[config.mk]
export PLATFORM = sky130hd
export DESIGN_NAME = ras_predictor
export DESIGN_NICKNAME = d
export VERILOG_FILES = /design/src/rtl/ras_pkg.sv /design/src/rtl/ras_ptr_ctrl.sv /design/src/rtl/ras_storage.sv /design/src/rtl/ras_predictor.sv
export SDC_FILE = /design/constraint.sdc
export NUM_CORES = 1
export LEC_CHECK = 0
export BUFFER_PORTS_ARGS = -buffer_cell sky130_fd_sc_hd__buf_2
export CORE_MARGIN = 2
export CORE_UTILIZATION = 45
export DETAILED_ROUTE_END_ITERATION = 10
export HOLD_SLACK_MARGIN = 0.02
export SETUP_SLACK_MARGIN = 0.15
export SLEW_MARGIN = 20
export SYNTH_ARGS = -nofsm -noshare
export SYNTH_HDL_FRONTEND = slang
export SYNTH_SLANG_ARGS = --single-unit
export TNS_END_PERCENT = 5
[constraint.sdc]
create_clock -name clk -period 5.2 [get_ports clk]
set_input_delay 1.04 -clock clk [delete_from_list [all_inputs] [get_ports clk]]
set_output_delay 1.04 -clock clk [all_outputs]
set_load 0.1 [all_outputs]
[src/rtl/ras_pkg.sv]
// Package: shared event encoding for the return address predictor stack.
// Assumes the decoder presents at most one event per cycle using these codes.
package ras_pkg;
    typedef enum logic [1:0] {
        EV_NONE = 2'd0,
        EV_CALL = 2'd1,
        EV_RET  = 2'd2,
        EV_CORO = 2'd3
    } ras_ev_e;
endpackage

[src/rtl/ras_ptr_ctrl.sv]
// Module: ras_ptr_ctrl
// Keeps the top-of-stack index and the occupancy count, and decides for each
// event whether an entry is written and which one.
// Assumes: DEPTH >= 1. The pointer wraps modulo DEPTH, so DEPTH need not be a
// power of two. The index is only meaningful while occupancy is non-zero.
module ras_ptr_ctrl #(
    parameter int DEPTH = 8,
    parameter int PTR_W = (DEPTH > 1) ? $clog2(DEPTH) : 1,
    parameter int OCC_W = $clog2(DEPTH + 1)
) (
    input  logic               clk,
    input  logic               rst_n,
    input  ras_pkg::ras_ev_e   ev_kind,
    output logic [PTR_W-1:0]   tos_idx,
    output logic [OCC_W-1:0]   occ,
    output logic               wr_en,
    output logic [PTR_W-1:0]   wr_idx,
    output logic               pred_ok
);
    import ras_pkg::*;

    localparam logic [PTR_W-1:0] LAST_IDX = PTR_W'(DEPTH - 1);
    localparam logic [OCC_W-1:0] FULL_OCC = OCC_W'(DEPTH);

    logic [PTR_W-1:0] tos_q, tos_d, idx_up, idx_down;
    logic [OCC_W-1:0] occ_q, occ_d;
    logic             has_entry, is_full;

    // Status flags and the neighbouring indices, with wrap at the buffer end.
    always_comb begin
        has_entry = (occ_q != '0);
        is_full   = (occ_q == FULL_OCC);
        idx_up    = (tos_q == LAST_IDX) ? '0 : tos_q + 1'b1;
        idx_down  = (tos_q == '0) ? LAST_IDX : tos_q - 1'b1;
    end

    // Event decode: next pointer, next count and the write strobe.
    always_comb begin
        tos_d   = tos_q;
        occ_d   = occ_q;
        wr_en   = 1'b0;
        wr_idx  = idx_up;
        pred_ok = 1'b0;
        unique case (ev_kind)
            EV_CALL: begin
                tos_d  = idx_up;
                occ_d  = is_full ? occ_q : occ_q + 1'b1;
                wr_en  = 1'b1;
                wr_idx = idx_up;
            end
            EV_RET: begin
                pred_ok = has_entry;
                if (has_entry) begin
                    tos_d = idx_down;
                    occ_d = occ_q - 1'b1;
                end
            end
            EV_CORO: begin
                pred_ok = has_entry;
                wr_en   = 1'b1;
                if (has_entry) begin
                    wr_idx = tos_q;
                end else begin
                    tos_d  = idx_up;
                    occ_d  = OCC_W'(1);
                    wr_idx = idx_up;
                end
            end
            default: begin
            end
        endcase
    end

    // Pointer and count registers with synchronous active-low reset.
    always_ff @(posedge clk) begin
        if (!rst_n) begin
            tos_q <= LAST_IDX;
            occ_q <= '0;
        end else begin
            tos_q <= tos_d;
            occ_q <= occ_d;
        end
    end

    assign tos_idx = tos_q;
    assign occ     = occ_q;
endmodule

[src/rtl/ras_storage.sv]
// Module: ras_storage
// Holds the circular buffer of predicted addresses. It has one write port and
// one combinational read port.
// Assumes: entry contents need no reset, because occupancy gates their use.
module ras_storage #(
    parameter int DEPTH  = 8,
    parameter int ADDR_W = 32,
    parameter int PTR_W  = (DEPTH > 1) ? $clog2(DEPTH) : 1
) (
    input  logic              clk,
    input  logic              wr_en,
    input  logic [PTR_W-1:0]  wr_idx,
    input  logic [ADDR_W-1:0] wr_data,
    input  logic [PTR_W-1:0]  rd_idx,
    output logic [ADDR_W-1:0] rd_data
);
    logic [DEPTH-1:0][ADDR_W-1:0] slot_view;

    for (genvar g = 0; g < DEPTH; g++) begin : g_slot
        logic [ADDR_W-1:0] slot_q;
        // Load this slot when the write port selects it.
        always_ff @(posedge clk) begin
            if (wr_en && (wr_idx == PTR_W'(g))) begin
                slot_q <= wr_data;
            end
        end
        assign slot_view[g] = slot_q;
    end

    // Read mux for the top entry.
    always_comb begin
        rd_data = slot_view[rd_idx];
    end
endmodule

[src/rtl/ras_predictor.sv]
// Module: ras_predictor (top)
// Return address predictor stack. Calls push, returns predict and pop, and
// coroutine transfers predict and then overwrite the top entry in place.
// Assumes: one event per cycle. The prediction is combinational and the stack
// update lands on the next clock edge.
module ras_predictor #(
    parameter int DEPTH  = 8,
    parameter int ADDR_W = 32,
    localparam int OCC_W = $clog2(DEPTH + 1)
) (
    input  logic              clk,
    input  logic              rst_n,
    input  logic [1:0]        ev_kind,
    input  logic [ADDR_W-1:0] ev_next_pc,
    output logic              pred_valid,
    output logic [ADDR_W-1:0] pred_target,
    output logic [OCC_W-1:0]  occupancy
);
    localparam int PTR_W = (DEPTH > 1) ? $clog2(DEPTH) : 1;

    ras_pkg::ras_ev_e  ev_e;
    logic [PTR_W-1:0]  tos_idx, wr_idx;
    logic              wr_en;

    assign ev_e = ras_pkg::ras_ev_e'(ev_kind);

    ras_ptr_ctrl #(.DEPTH(DEPTH), .PTR_W(PTR_W), .OCC_W(OCC_W)) u_ctrl (
        .clk     (clk),
        .rst_n   (rst_n),
        .ev_kind (ev_e),
        .tos_idx (tos_idx),
        .occ     (occupancy),
        .wr_en   (wr_en),
        .wr_idx  (wr_idx),
        .pred_ok (pred_valid)
    );

    ras_storage #(.DEPTH(DEPTH), .ADDR_W(ADDR_W), .PTR_W(PTR_W)) u_store (
        .clk     (clk),
        .wr_en   (wr_en),
        .wr_idx  (wr_idx),
        .wr_data (ev_next_pc),
        .rd_idx  (tos_idx),
        .rd_data (pred_target)
    );
endmodule

==> metrics.txt <==
outcome complete, no violations; CP Class register to output port; RSZ-0062 raised after global routing no; io pins 73; Critical Path RT 4.16 ns; Die Ht 155.7 um; startpoint types register; clk buf depth 3; XOR/XNOR Fraction of Synth Area 0.001691; Sink Count about 260; worst hold slack 0.6342 ns; CTS tree done; Total Power approximately 6.8 mW; simple-gate portion of the synthesized area 0.02331; Hold WC Path Type register to register; yosys warns 0; largest family of logic cells by synthesized area multiplexers; Worst-Skew Late Latency 0.52 ns; vias in the first global route slightly above 5000; via count between 4000 and 5000; Metal-1 WL between 8000 and 9000 um; drt drc 0; Root Buffer clkbuf_16; post_cts resized 0; Synth Cell Area between 10000 and 15000 um2; Num CTS Buffers 26; Avg Inst Size Synth around 22 um2; area of the core ~23000 um2; nets@finish 600; GR Overflow Total 0; Seq/Total Area, Yosys 0.7556; Post-Route WL 19440 um; Post CTS Setup Buffer Count 0; first-pass GRT wire length between 20000 and 30000 um; n_diodes 0; largest net degree at the start of global routing between 70 and 80; final setup fails 0; mux cell area share after synthesis 0.1771; GRT Total Usage 0.1641; relative slew slack 0.2993; Post-Synth Adder-Cell Area 0.007246; HPWL Detailed 10940 um; share of post-route cells with drive strength above 1 0.4187; Via density 5.614; #FFs+latches synth 263; Yosys cell types 44; critical path arrival about 2.9 ns; Max FO, Critical Path 26; Hold Path Origin u_ctrl.occ[2]; Placed Area roughly 11000 um2; final instance area 12020 um2; DR iter-0 viols around 340; clk_skew between 0.01 and 0.015 ns; Top Layer Used met5; Starting Density 0.4576; f_max ~260 MHz; initial antenna violation count 1; fin crit period just under 4 ns; Setup TNS Final 0 ns; CP startpoint u_ctrl.tos_idx[0]; Max Cap Viol 0; maximum VDD drop roughly 0.37 mV; PortBufs 72; Final Hold Violating Endpoints 0; met3 routed WL a little over 900 um; metal2 WL 9756 um; Async SR Flop Fraction 0; die span in x between 150 and 200 um; Worst setup EP type output port; Synth Flop Type edfxtp_1; routability cong. approximately 0.80; Layout area overhead 15.98%; htree depth 1; Final period util 0.7484; Worst-path clk slew ~0.06 ns; Least-Margin Pin Slew ~1.1 ns; DR pass1 iterations 4; Mapped Cells 472; DRT antenna net count 0; routed length per placed instance around 23 um; final core occ 0.5307; Hold-fix buffers, CTS 0; complex-gate fraction of the synthesized area 0.02138; max-slew violations 0; worst reg2reg path startpoint u_ctrl.tos_idx[1]; Post-synth EDFFs roughly 260; die footprint 24250 um2; PD cells roughly 570 nW/um2; Static Leak about 4 nW; Post-Syn Nets 514; FP Rows 55
## power by group
part	switching [mW]	internal (mW)
sequential	0.164	2.63
clock	0.754	1.20
combinational	1.49	0.565
## area by class of cell
| type | count | area [um2] |
|---|---|---|
| clock buffers | 29 | 683.2 |
| clock inverters | 19 | 227.7 |
| fillers | 1724 | 10630 |
| inverters | 5 | 18.77 |
| multi-input cells | 179 | 2450 |
| flip-flops and latches | 263 | 7836 |
| well taps | 285 | 356.6 |
| repair buffers | 83 | 442.9 |
## cells in the final DEF, fill, tap and decap left out, types with 4 or more instances in the layout
| master | netlist | final |
|---|---|---|
| nor2_1 | 13 | 5 |
| mux2_2 | 34 | 34 |
| nor3_1 | 5 | 5 |
| buf_2 | 12 | 72 |
| clkinv_2 | 0 | 7 |
| a31oi_1 | 4 | 4 |
| clkbuf_16 | 0 | 27 |
| nand2_1 | 6 | 6 |
| bufinv_16 | 0 | 5 |
| a21oi_1 | 8 | 8 |
| ha_1 | 6 | 6 |
| buf_4 | 0 | 11 |
| dfxtp_1 | 7 | 4 |
| mux4_2 | 64 | 64 |
| edfxtp_1 | 256 | 256 |
| inv_1 | 4 | 4 |
| nor2_4 | 0 | 8 |
## worst paths after layout
check / depth (start not counted) / endpoint / slack (ns)
min reg2reg: 2 / u_ctrl.occ[2] / 0.63
max reg2reg: 7 / u_store.g_slot[3].slot_q[13] / 1.72
max: 4 / pred_target[29] / 1.31
min: 2 / u_ctrl.occ[2] / 0.63
## stage by stage
step                std cells  worst slack (ns)
detailed placement        815             1.645
floorplan                 472             1.607
finish                    863             1.308
CTS                       863             1.205
global route              863             1.132
global placement          815             1.654
## state kept, by name, indices dropped and copies added (netlist names)
name                   count
u_store.g_slot.slot_q    256
u_ctrl.occ                 4
u_ctrl.tos_idx             3
## kinds of logic after synthesis
family                     after synthesis
and+or+nand+nor                         44
muxes                                   99
buffers and inverters                   30
AOI/OAI and AO/OA                       28
DFF                                    263
xor gates and xnor gates                 2
adders and majority gates                6
## synthesized netlist by cell type, types with 3 or more instances
cell / instances / share of area
edfxtp_1: 256 / 0.74
mux4_2: 64 / 0.14
mux2_2: 34 / 0.037
nor2_1: 13 / 0.0047
buf_2: 12 / 0.0058
clkbuf_1: 10 / 0.0036
a21oi_1: 8 / 0.0039
dfxtp_1: 7 / 0.014
ha_1: 6 / 0.0072
nand2_1: 6 / 0.0022
nor3_1: 5 / 0.0024
a31oi_1: 4 / 0.0024
inv_1: 4 / 0.0014
nand3_1: 3 / 0.0014
nor2b_1: 3 / 0.0018
nor4_1: 3 / 0.0018
o21ai_0: 3 / 0.0014
## metal layers
metal | GRT usage | vias up
met5 | 0 | -
met4 | 0.04194 | 2
met3 | 0.03250 | 29
met2 | 0.2758 | 107
met1 | 0.2226 | 2545
li1 | - | 2162
## worst max-delay path: stages (launching register included)
cell     delay [ns]
dfxtp_4        0.57
buf_4          0.54
mux4_2         0.58
mux2_2         0.30
buf_2          0.30
(Power assumes the default switching activity.)
